==> src/rtl/dds_pkg.sv <==
`timescale 1ns/1ps
package dds_pkg;
  typedef enum logic [1:0] {
    WAVE_COS  = 2'd0,
    WAVE_SQR  = 2'd1,
    WAVE_TRI  = 2'd2,
    WAVE_NONE = 2'd3
  } wave_e;

  localparam int ACC_W   = 32;
  localparam int SMP_W   = 16;
  localparam int SCALE_W = SMP_W + 2;
endpackage

==> src/rtl/dds_phase_acc.sv <==
`timescale 1ns/1ps
module dds_phase_acc #(
  parameter int ACC_W = 32
) (
  input  logic             clk,
  input  logic             rst_n,
  input  logic             clr,
  input  logic             en,
  input  logic [ACC_W-1:0] tw_pos,
  input  logic [ACC_W-1:0] tw_neg,
  output logic             sign_before,
  output logic [ACC_W-1:0] acc_after
);
  localparam logic [ACC_W-1:0] NYQ = {1'b1, {(ACC_W-1){1'b0}}};

  logic [ACC_W-1:0] acc_q, acc_d;
  logic [ACC_W-1:0] pos_lim, neg_lim, step;

  always_comb begin
    pos_lim     = (tw_pos > NYQ) ? NYQ : tw_pos;
    neg_lim     = (tw_neg > NYQ) ? NYQ : tw_neg;
    sign_before = acc_q[ACC_W-1];
    step        = sign_before ? neg_lim : pos_lim;
    acc_after   = acc_q + step;
    if (clr)     acc_d = '0;
    else if (en) acc_d = acc_after;
    else         acc_d = acc_q;
  end

  always_ff @(posedge clk or negedge rst_n) begin
    if (!rst_n) acc_q <= '0;
    else        acc_q <= acc_d;
  end


  clr_zero_chk: assert property (@(posedge clk) disable iff (!rst_n)
    clr |=> acc_q == '0);

  idle_hold_chk: assert property (@(posedge clk) disable iff (!rst_n)
    (!clr && !en) |=> $stable(acc_q));
endmodule

==> src/rtl/dds_cos_rom.sv <==
`timescale 1ns/1ps
module dds_cos_rom #(
  parameter int ACC_W = 32,
  parameter int IDX_W = 8,
  parameter int VAL_W = 16
) (
  input  logic [ACC_W-1:0]        phase,
  output logic signed [VAL_W-1:0] cos_val
);
  localparam int DEPTH = 1 << IDX_W;
  localparam real HALF_PI = 1.5707963267948966;
  localparam real PEAK = real'((1 << (VAL_W-1)) - 1);

  logic [VAL_W-1:0] rom [DEPTH];

  for (genvar i = 0; i < DEPTH; i++) begin : g_rom
    localparam real ANG = HALF_PI * (real'(i) + 0.5) / real'(DEPTH);
    localparam int  VAL = $rtoi($floor(PEAK * $cos(ANG) + 0.5));
    assign rom[i] = VAL[VAL_W-1:0];
  end

  logic [1:0]       quad;
  logic [IDX_W-1:0] idx, addr;
  logic signed [VAL_W-1:0] mag;

  always_comb begin
    quad = phase[ACC_W-1 -: 2];
    idx  = phase[ACC_W-3 -: IDX_W];
    addr = quad[0] ? ~idx : idx;
    mag  = $signed(rom[addr]);
    cos_val = (quad == 2'd1 || quad == 2'd2) ? -mag : mag;
  end
endmodule

==> src/rtl/dds_shaper.sv <==
`timescale 1ns/1ps
module dds_shaper
  import dds_pkg::*;
#(
  parameter int ACC_W = 32,
  parameter int SMP_W = 16
) (
  input  logic [1:0]              wave_sel,
  input  logic signed [SMP_W-1:0] amplitude,
  input  logic                    sign_before,
  input  logic [ACC_W-1:0]        acc_after,
  input  logic signed [SMP_W-1:0] cos_val,
  output logic [SMP_W-1:0]        sample
);
  localparam int SC_W   = SMP_W + 2;
  localparam int PROD_W = SC_W + SMP_W;
  localparam int SH     = SMP_W - 1;
  localparam int TRI_SH = ACC_W - SMP_W - 1;
  localparam logic signed [SC_W-1:0] FULL = SC_W'(1 << SH);

  logic signed [ACC_W-1:0]  acc_s, tri_sh;
  logic signed [SC_W-1:0]   tri_v, tri_abs, scale;
  logic signed [PROD_W-1:0] prod, shifted;

  always_comb begin
    acc_s   = $signed(acc_after);
    tri_sh  = acc_s >>> TRI_SH;
    tri_v   = tri_sh[SC_W-1:0];
    tri_abs = tri_v[SC_W-1] ? -tri_v : tri_v;
    unique case (wave_e'(wave_sel))
      WAVE_COS: scale = SC_W'(cos_val);
      WAVE_SQR: scale = sign_before ? -FULL : FULL;
      WAVE_TRI: scale = tri_abs - FULL;
      default:  scale = '0;
    endcase
    prod    = PROD_W'(amplitude) * PROD_W'(scale);
    shifted = prod >>> SH;
    sample  = shifted[SMP_W-1:0];
  end
endmodule

==> src/rtl/dds_waveform_gen.sv <==
`timescale 1ns/1ps
module dds_waveform_gen
  import dds_pkg::*;
#(
  parameter int PHASE_W = 32,
  parameter int OUT_W   = 16,
  parameter int ROM_AW  = 8
) (
  input  logic               clk,
  input  logic               rst_n,
  input  logic               clr,
  input  logic               sample_en,
  input  logic [1:0]         wave_sel,
  input  logic [OUT_W-1:0]   amplitude,
  input  logic [PHASE_W-1:0] tw_pos,
  input  logic [PHASE_W-1:0] tw_neg,
  output logic [OUT_W-1:0]   sample_out,
  output logic               sample_valid
);
  logic rst_meta, rst_int;

  always_ff @(posedge clk or negedge rst_n) begin
    if (!rst_n) begin
      rst_meta <= 1'b0;
      rst_int  <= 1'b0;
    end else begin
      rst_meta <= 1'b1;
      rst_int  <= rst_meta;
    end
  end

  logic                    take;
  logic                    sign_before;
  logic [PHASE_W-1:0]      acc_after;
  logic signed [OUT_W-1:0] cos_val;
  logic [OUT_W-1:0]        sample_d, out_d;
  logic                    valid_d;

  assign take = sample_en && !clr;

  dds_phase_acc #(.ACC_W(PHASE_W)) u_acc (
    .clk(clk), .rst_n(rst_int), .clr(clr), .en(sample_en),
    .tw_pos(tw_pos), .tw_neg(tw_neg),
    .sign_before(sign_before), .acc_after(acc_after)
  );

  dds_cos_rom #(.ACC_W(PHASE_W), .IDX_W(ROM_AW), .VAL_W(OUT_W)) u_rom (
    .phase(acc_after), .cos_val(cos_val)
  );

  dds_shaper #(.ACC_W(PHASE_W), .SMP_W(OUT_W)) u_shape (
    .wave_sel(wave_sel), .amplitude($signed(amplitude)),
    .sign_before(sign_before), .acc_after(acc_after),
    .cos_val(cos_val), .sample(sample_d)
  );

  always_comb begin
    valid_d = take;
    out_d   = take ? sample_d : sample_out;
  end

  always_ff @(posedge clk or negedge rst_int) begin
    if (!rst_int) begin
      sample_out   <= '0;
      sample_valid <= 1'b0;
    end else begin
      sample_out   <= out_d;
      sample_valid <= valid_d;
    end
  end


  valid_follow_chk: assert property (@(posedge clk) disable iff (!rst_int)
    take |=> sample_valid);

  valid_quiet_chk: assert property (@(posedge clk) disable iff (!rst_int)
    !take |=> !sample_valid);

  square_level_chk: assert property (@(posedge clk) disable iff (!rst_int)
    (take && wave_sel == 2'd1) |=>
      (sample_out == $past(amplitude) ||
       sample_out == OUT_W'(-$signed($past(amplitude)))));
endmodule

==> config.mk <==
export PLATFORM = sky130hd
export DESIGN_NAME = dds_waveform_gen
export DESIGN_NICKNAME = d
export VERILOG_FILES = /design/src/rtl/dds_pkg.sv /design/src/rtl/dds_phase_acc.sv /design/src/rtl/dds_cos_rom.sv /design/src/rtl/dds_shaper.sv /design/src/rtl/dds_waveform_gen.sv
export SDC_FILE = /design/constraint.sdc
export NUM_CORES = 1
export LEC_CHECK = 0
export BUFFER_PORTS_ARGS = -buffer_cell sky130_fd_sc_hd__buf_2
export CAP_MARGIN = 20
export CORE_ASPECT_RATIO = 0.9
export CORE_MARGIN = 10
export CORE_UTILIZATION = 60
export CTS_CLUSTER_SIZE = 30
export DETAILED_ROUTE_END_ITERATION = 8
export HOLD_SLACK_MARGIN = 0.08
export PLACE_DENSITY = 0.78
export SLEW_MARGIN = 20
export SYNTH_ARGS = -nofsm -noshare
export SYNTH_HDL_FRONTEND = slang
export SYNTH_SLANG_ARGS = --single-unit
==> constraint.sdc <==
create_clock -name clk -period 4.6 [get_ports clk]
set_clock_uncertainty 0.15 [all_clocks]
set_input_delay 1.15 -clock clk [delete_from_list [all_inputs] [get_ports clk]]
set_output_delay 1.15 -clock clk [all_outputs]
set_load 0.02 [all_outputs]
==> results.txt, run 1 <==
For this run, the register share of the synthesized area comes to 0.0603. The total clock sinks is 51. The post-cts hold buffer count is 0. The clock tree root driver cell is sky130_fd_sc_hd__clkbuf_16. The number of buffers added by the clock tree synthesis step came out at 5. The global-route congestion overflow total came out at between 800 and 900. The post-synthesis area per instance is 7.69 um2.

The number of flops mapped to enable cells by yosys is 0. The buffer depth of the longest clock path is 2. The number of placement rows came out at 65. The detailed-placement wirelength estimate came out at 82600 um. The H-tree depth came out at 2. The vertical die dimension came out at between 150 and 200 um. The flow stopped in global routing. The final weighted congestion in routability-driven placement is ~1.5. The tool reported: "[ERROR GRT-0116] Global routing finished with congestion. Check the congestion regions in the DRC Viewer". The via count of the first global-routing pass came to approximately 39000. The unique cell type count in the Yosys netlist came out at 100. Entering global routing, the biggest net connects 63 pins. The global-route wire length before repair is 270000 um. The count of synthesis-stage warnings from yosys is 0.

The overall track demand over capacity in global routing is 0.823. The flow did not finish. The proportion of synthesized flip-flops having asynchronous set or reset came out at 1.00. In this run the cell area of the synthesized design comes to 21200 um2. The count of buffers added on input and output ports is 102. The synthesized flop and latch total is about 50. The count of boundary I/O pins is approximately 100. The total nets after synthesis is 3239.

In the post-synthesis netlist, the biggest area contributors are sky130_fd_sc_hd__fa_1 (25%), sky130_fd_sc_hd__ha_1 (7.9%), sky130_fd_sc_hd__inv_1 (6.4%), sky130_fd_sc_hd__dfrtp_1 (6.0%), sky130_fd_sc_hd__nand2_1 (5.1%). The most used flip-flop cell after synthesis is sky130_fd_sc_hd__dfrtp_1. The cell type with the largest total area after synthesis is sky130_fd_sc_hd__fa_1. The area share of the largest cell type after synthesis came out at 0.253.

The floorplan die width came out at between 200 and 250 um. Timing analysis after detailed placement gives a worst setup slack of -9930 ps. The initial cell density of the core came out at 0.605. After technology mapping, the gate count stands at roughly 2800.
## layer usage
| metal | overflow | GRT usage |
|---|---|---|
| met5 | 8 | 0.532 |
| met4 | 254 | 0.826 |
| met3 | 69 | 0.748 |
| met2 | 417 | 0.929 |
| met1 | 59 | 0.803 |
## metrics by stage
stage / area [um2] / setup TNS (ps) / instances
4_1_cts: 30900 / -149640 / 4072
3_5_place_dp: 28700 / -169050 / 4004
3_3_place_gp: 28700 / -156880 / 4004
2_1_floorplan: 21800 / -133430 / 2752
## cells in the mapped netlist (22+ instances only)
master                     count
sky130_fd_sc_hd__inv_1       358
sky130_fd_sc_hd__nand2_1     285
sky130_fd_sc_hd__fa_1        267
sky130_fd_sc_hd__nor2_1      181
sky130_fd_sc_hd__a21oi_1     138
sky130_fd_sc_hd__o21ai_0     137
sky130_fd_sc_hd__ha_1        134
sky130_fd_sc_hd__clkbuf_1    126
sky130_fd_sc_hd__and2_1      120
sky130_fd_sc_hd__nand3_1      67
sky130_fd_sc_hd__xnor2_1      61
sky130_fd_sc_hd__o22ai_1      52
sky130_fd_sc_hd__dfrtp_1      51
sky130_fd_sc_hd__nor3_1       43
sky130_fd_sc_hd__a22o_1       41
sky130_fd_sc_hd__buf_2        39
sky130_fd_sc_hd__a211oi_1     37
sky130_fd_sc_hd__mux2i_1      37
sky130_fd_sc_hd__nor4_1       30
sky130_fd_sc_hd__a31oi_1      28
sky130_fd_sc_hd__o211ai_1     28
sky130_fd_sc_hd__xor2_1       25
sky130_fd_sc_hd__nand4_1      24
sky130_fd_sc_hd__o21ai_1      22
## cell families after synthesis
family          count (synthesis)  share of synthesized area
simple gates                  855                      0.195
compound gates                760                      0.249
buf+inv                       555                      0.104
fa+ha+maj                     401                      0.332
xor+xnor                       91                     0.0403
flops                          51                     0.0603
mux                            38                     0.0180
other cells                     1                   0.000177
## timing repair
| action | 4_1_cts |
|---|---|
| setup buffers | 60 |
| pin swaps | 123 |
| gates cloned | 5 |
| gates resized for setup | 276 |
| setup endpoints to repair | 38 |
==> inputs of run 2 (changes only) <==
--- a/config.mk
+++ b/config.mk
@@ -7,13 +7,10 @@
 export LEC_CHECK = 0
 export BUFFER_PORTS_ARGS = -buffer_cell sky130_fd_sc_hd__buf_2
 export CAP_MARGIN = 20
-export CORE_ASPECT_RATIO = 0.9
 export CORE_MARGIN = 10
-export CORE_UTILIZATION = 60
-export CTS_CLUSTER_SIZE = 30
+export CORE_UTILIZATION = 40
 export DETAILED_ROUTE_END_ITERATION = 8
-export HOLD_SLACK_MARGIN = 0.08
-export PLACE_DENSITY = 0.78
+export PLACE_DENSITY_LB_ADDON = 0.15
 export SLEW_MARGIN = 20
 export SYNTH_ARGS = -nofsm -noshare
 export SYNTH_HDL_FRONTEND = slang
==> results.txt, run 2 <==
Ranked by flip-flop count, first place goes to u_acc.acc_q. The most used flip-flop cell after synthesis is sky130_fd_sc_hd__dfrtp_1. The area enclosed by the die boundary is 62500 um2. The number of maximum-capacitance constraint violations came out at 0.

At the placement stage, the worst setup path has a slack of -10350 ps. The fmax is just over 0.07 GHz. The via density per instance came out at roughly 6.2. The share of cells above drive strength 1 came out at 0.400. The clock passes through at most 2 buffers. The detailed-placement wirelength estimate came out at 98800 um. The vertical die dimension came out at 250 um. The post-placement cell count came out at around 4300. Setup violations remaining at the end of the flow were counted as 30. The clock reaches the later pin of the worst-skew pair after approximately 320 ps.

The register with the most flip-flops in the layout has 32 of them. At the end of routability-driven placement, the weighted congestion stood at 1.08. The post-synthesis area per instance came out at a little under 8 um2. The fraction of the yosys area taken by sequential cells is 0.0603. The total count of max-transition violations in the final report came out at 0. The global-route wire length before repair came out at ~180000 um. The share of the core filled with cells came out at 0.619. The worst setup path is launched from an input port. The library cell contributing the largest single delay on the critical path is sky130_fd_sc_hd__nor2_1. During synthesis, Yosys emitted a total of 0 warnings. Synthesis handed over a netlist of roughly 2800 instances. The critical path is of the input port to register type. The via count of the first global-routing pass came to 27946. The post-route DRC violation count is 0. Hold is met by between 70 and 80 ps.

The H-tree depth is 2. The count of boundary I/O pins came out at roughly 100. The detailed router put a total of 47400 um of wire on met1. The data required time of the critical path came out at 4700 ps. For this run, the slowest stage of the critical path takes 670 ps. The global-route congestion overflow total came out at 0. The highest metal layer used by the detailed router is met5. Sorting the synthesized cells by how often they occur yields sky130_fd_sc_hd__inv_1 (358), sky130_fd_sc_hd__nand2_1 (285), sky130_fd_sc_hd__fa_1 (267). The number of antenna violations at the first check in global routing is 1. The total vias in the final route is 27206. The proportion of synthesized flip-flops having asynchronous set or reset came out at 1.00.

The met2 layer wire length in the routed design came out at approximately 54000 um. After layout, the worst setup slack is -9420 ps. For this design, the sink count on the clock tree is between 50 and 60. The routed design could run at a clock period as short as 14020 ps. The fraction of the cycle the final worst path needs is 3.05. The floorplan die width is around 250 um. By area the synthesized netlist is led by sky130_fd_sc_hd__fa_1 (25%), sky130_fd_sc_hd__ha_1 (7.9%), sky130_fd_sc_hd__inv_1 (6.4%), sky130_fd_sc_hd__dfrtp_1 (6.0%), sky130_fd_sc_hd__nand2_1 (5.1%).

The endpoint arrival time on the critical path came out at 14120 ps. The largest fanout of any net on the critical path came out at 4. The unique cell type count in the Yosys netlist came out at 100. At the end of the flow, the number of nets in the layout was roughly 4200. STA classifies the critical path endpoint as a register. The number of antenna diodes in the final layout is 0. The most common library cell in the layout ignoring fill and taps is sky130_fd_sc_hd__buf_4. The final reports fail on setup timing. In this run the tightest slew margin relative to its limit is 0.374.

Counting flops with a built-in enable in the synthesized netlist gives 0. The number of placement rows is 84. The number of nets in the synthesized netlist is 3239. After clock tree synthesis, the clock-pin slew on the worst setup and hold paths is ~80 ps.

The remaining antenna violation count after routing came out at 0. The min-delay analysis places its worst path in the category register to asynchronous set/reset pin. Yosys instantiated no cell more often than sky130_fd_sc_hd__inv_1. Setup repair after global routing could not meet its margin everywhere.

The area share of the largest cell type after synthesis came out at 0.253. The most numerous cell type found on the critical path is sky130_fd_sc_hd__buf_4. For the pin with the worst max-slew slack, the measured transition is ~930 ps. The initial cell density of the core is 0.403.

The clock tree root driver cell is sky130_fd_sc_hd__clkbuf_16. The synthesized flop and latch total came out at 51. Entering global routing, the biggest net connects between 40 and 50 pins.

The number of buffers added by the clock tree synthesis step is 5. The largest registers in the layout are u_acc.acc_q x32, sample_out x16. The flow ran to the end, but the final reports show violations. The number of search-and-repair iterations in the first detailed-routing pass came out at 6. In the layout the commonest cells are sky130_fd_sc_hd__buf_4 (971), sky130_fd_sc_hd__inv_1 (351), sky130_fd_sc_hd__nand2_1 (273). The post-cts hold buffer count is 0. For this block, the initial DRC count from the detailed router was ~3400. The average wire per cell in the routed design is about 28 um.

The count of port buffers added during placement came out at about 100. The wire length on met3 came out at roughly 13000 um. The post-layout instance count excluding filler cells came out at around 4400. The cell type with the largest total area after synthesis is sky130_fd_sc_hd__fa_1. The total standard cell area after synthesis is between 20000 and 25000 um2. The placeable core region is about 52000 um2. The final wirelength is 123000 um. The number of failing hold endpoints at the final stage came out at 0.

For this run, the total global-route usage over all layers was measured as 0.375. The area added between synthesis and finish is 53.5%. TritonCTS built the clock tree.
[run 2: cell counts after synthesis]
Identical to the previous run, type by type.
[run 2: worst max-delay path: cells and delay by family]
family                     cells  cell delay (ps)
and+or+nand+nor               15             3110
xor gates and xnor gates       2              440
adders and majority gates      9             3600
buffers and inverters         16             1890
AOI/OAI and AO/OA             19             3890
[run 2: final cells by class]
type	count	area, um2
multi-input combinational	2146	19700
clock buffer	5	125
clock inverter	3	46.3
inverter	363	1390
sequential	51	1280
tap	688	861
fill	4331	20000
timing repair buffer	1160	9090
[run 2: kinds of logic after synthesis]
| group | count (synthesis) | synth area share |
|---|---|---|
| multiplexers | 38 | 0.0180 |
| AO/OA/AOI/OAI | 760 | 0.249 |
| other | 1 | 0.000177 |
| AND/OR/NAND/NOR | 855 | 0.195 |
| buffers and inverters | 555 | 0.104 |
| flip-flops | 51 | 0.0603 |
| XOR/XNOR | 91 | 0.0403 |
| adder cells (fa/ha/maj) | 401 | 0.332 |
[run 2: final timing paths]
kind                                   end  depth (start not counted)  slack [ps]             from
setup / recovery            sample_out[15]                         61       -9420       tw_pos[27]
hold / removal              sample_out[15]                          0          70          rst_int
setup reg to reg            sample_out[15]                         56       -8140  u_acc.acc_q[31]
hold reg to reg             sample_out[15]                          0          70          rst_int
max in group asynchronous  u_acc.acc_q[13]                          1        3400          rst_int
min in group clk                   rst_int                          0         200         rst_meta
[run 2: what timing repair did]
action,in CTS,in global routing
pin swaps,81,82
gates resized for setup,229,149
buffers inserted,44,46
cloned,0,1
endpoints found under the setup margin,34,35
[run 2: stage by stage]
step,instance area (um2),setup TNS [ps]
after floorplan,21800,-133430
after global placement,29800,-168470
after detailed placement,29800,-173610
after CTS,31400,-147890
after global routing,32500,-161730
final,32500,-151550
[run 2: metal layers]
layer,track usage,vias to the layer above
li1,-,11509
met1,0.475,13365
met2,0.589,1875
met3,0.0780,455
met4,0.205,2
met5,0,-
Power of run 2 is left out: the tool's default activity adds up to more than one toggle a clock period on the data nets, which glitch-free logic cannot reach.
==> inputs of run 3 (changes only) <==
--- a/config.mk
+++ b/config.mk
@@ -11,6 +11,7 @@
 export CORE_UTILIZATION = 40
 export DETAILED_ROUTE_END_ITERATION = 8
 export PLACE_DENSITY_LB_ADDON = 0.15
+export SKIP_LAST_GASP = 1
 export SLEW_MARGIN = 20
 export SYNTH_ARGS = -nofsm -noshare
 export SYNTH_HDL_FRONTEND = slang
==> results.txt, run 3 (synthesis results as in run 2) <==
The number of antenna violations at the first check in global routing came out at 1. Final hold analysis gives a worst-case slack of 76.8 ps. The placeable core region is approximately 52000 um2. The startpoint of the worst register-to-register path is u_acc.acc_q[31]. The data required time of the critical path came out at between 4000 and 5000 ps. By startpoint and endpoint, the worst setup path is classified as input port to register.

The fill cell instance count of the final layout came out at between 4000 and 5000. Leaving out fill and tap cells, the most frequent cell in the layout is sky130_fd_sc_hd__buf_4. Entering global routing, the biggest net connects roughly 40 pins. The measured slew at the worst slew-check pin is around 940 ps. The buffer depth of the longest clock path is 2. The post-route DRC violation count is 0. Across all layers, the routed design uses 27056 vias. The setup slack of the worst register-to-register path came out at -8250 ps. In this run the clock root is driven by a sky130_fd_sc_hd__clkbuf_16. STA classifies the critical path startpoint as an input port.

The floorplan has 84 rows. The path class of the tightest hold or removal check is register to asynchronous set/reset pin. The length in cells of the worst reg-to-reg path is 52. By instance count, the cell type seen most on the critical path is sky130_fd_sc_hd__buf_4.

The number of flip-flops in the largest register is 32. The initial cell density of the core is 0.403. The clock latency of the later-clocked register in the worst-skew pair is ~320 ps. The number of maximum-capacitance constraint violations came out at 0.

TritonCTS built the clock tree. The area used by sequential logic in the layout came out at between 1000 and 1500 um2. The fraction of the cycle the final worst path needs came out at 3.04. The global-route wire length before repair came out at ~180000 um.

The count of port buffers added during placement came out at 102. The final weighted congestion in routability-driven placement came out at approximately 1.1. The run finished, with violations left. The via count of the first global-routing pass is ~28000. The clock period minus final worst setup slack is ~14000 ps.

The number of search-and-repair iterations in the first detailed-routing pass came out at 7. The largest registers in the layout are u_acc.acc_q x32, sample_out x16. The count of boundary I/O pins came out at ~100.

The final reports fail on setup timing. The normalized max-slew margin is 0.365. The library cell contributing the largest single delay on the critical path is sky130_fd_sc_hd__fa_1. The post-cts hold buffer count is 0.

The global-route congestion overflow total is 0. The largest single stage delay on the critical path is ~550 ps. The total clock sinks is 51. Setup repair after global routing could not meet its margin everywhere. The average wire per cell in the routed design is 27.8 um. For this run, the top clock speed supported by timing is 0.0715 GHz. Setup violations remaining at the end of the flow were counted as 31. The area enclosed by the die boundary came out at 62500 um2. The multi-input gate area in the final layout is 19500 um2. The total count of max-transition violations in the final report came to 0. The number of failing hold endpoints at the final stage is 0. The remaining antenna violation count after routing is 0.

The number of antenna cells inserted came out at 0. The overall track demand over capacity in global routing is 0.375. The instance area at placement is slightly below 30000 um2. The kind of capture point of the worst setup path is a register.

Leaving out fill and tap cells, the most frequent cells in the layout are sky130_fd_sc_hd__buf_4 (971), sky130_fd_sc_hd__inv_1 (352), sky130_fd_sc_hd__nand2_1 (276). The area of all placed cells without fillers is roughly 32000 um2. The final wirelength came out at between 100000 and 150000 um. The clock slew seen by the registers of the worst setup and hold paths is 80 ps. The number of buffers added by the clock tree synthesis step came out at 5. The vertical die dimension came out at 250 um. At the worst endpoint, the arrival time is about 14000 ps. In the final layout, the share of cells above drive strength 1 is 0.391.

The largest fanout of any net on the critical path is 15. The worst setup margin came out at -9380 ps. The launch point of the critical path is tw_pos[25]. The largest register by flop count is u_acc.acc_q. The end point of the critical path is sample_out[15].

The number of design-rule violations left by the first detailed-router iteration is 3635. After detailed routing, the number of vias per cell comes to 6.16. The H-tree depth came out at 2. The wire-length estimate of the detail-placed layout is 98800 um. The area growth from synthesis to layout is 51.3%.

The endpoint of the lowest-slack register-to-register path is sample_out[15]. The final layout net count came out at between 4000 and 5000. The floorplan die width came out at 250 um.
[run 3: cell type report]
cell class / instances / share of cell area
Tap cell: 688 / 0.0269
Inverter: 363 / 0.0432
Multi-Input combinational cell: 2146 / 0.611
Timing Repair Buffer: 1136 / 0.274
Sequential cell: 51 / 0.0399
Clock inverter: 3 / 0.00145
Clock buffer: 5 / 0.00391
[run 3: per-layer routing]
metal  share of wire  wire length, um  global-route usage  vias up
li1                -                -                   -    11459
met1            0.39            47700               0.476    13329
met2            0.44            53900               0.590     1824
met3            0.10            12500              0.0766      442
met4           0.067             8160               0.199        2
met5         0.00014               17                   0        -
[run 3: timing repair]
| item | CTS | global route |
|---|---|---|
| pin swaps | 81 | 72 |
| resized for setup | 216 | 104 |
| buffers inserted | 44 | 20 |
| endpoints found under the setup margin | 34 | 35 |
[run 3: stage by stage]
stage | setup slack, ps | utilization | TNS, ps | instances
after floorplan | -8550 | - | -133430 | 2752
after global placement | -10090 | 0.569 | -168470 | 4328
after detailed placement | -10350 | 0.569 | -173610 | 4328
after CTS | -9240 | 0.598 | -148210 | 4377
after global routing | -9760 | 0.610 | -159450 | 4392
final | -9380 | 0.610 | -151150 | 4392
[run 3: how the worst min path moves through the flow]
stage,to,slack (ps),cells past startpoint
floorplan,rst_int,180,0
global placement,u_acc.acc_q[17],70,0
detailed placement,u_acc.acc_q[17],80,0
CTS,sample_out[15],90,0
global route,sample_out[15],110,0
finish,sample_out[11],80,0
[run 3: worst max-delay path: cells and delay by family]
family | cells | cell delay, ps
adder cells (fa/ha/maj) | 9 | 3640
buffers and inverters | 16 | 2060
AO/OA/AOI/OAI | 20 | 4050
AND/OR/NAND/NOR | 11 | 2520
XOR/XNOR | 3 | 620
Power of run 3 is left out for the same reason.
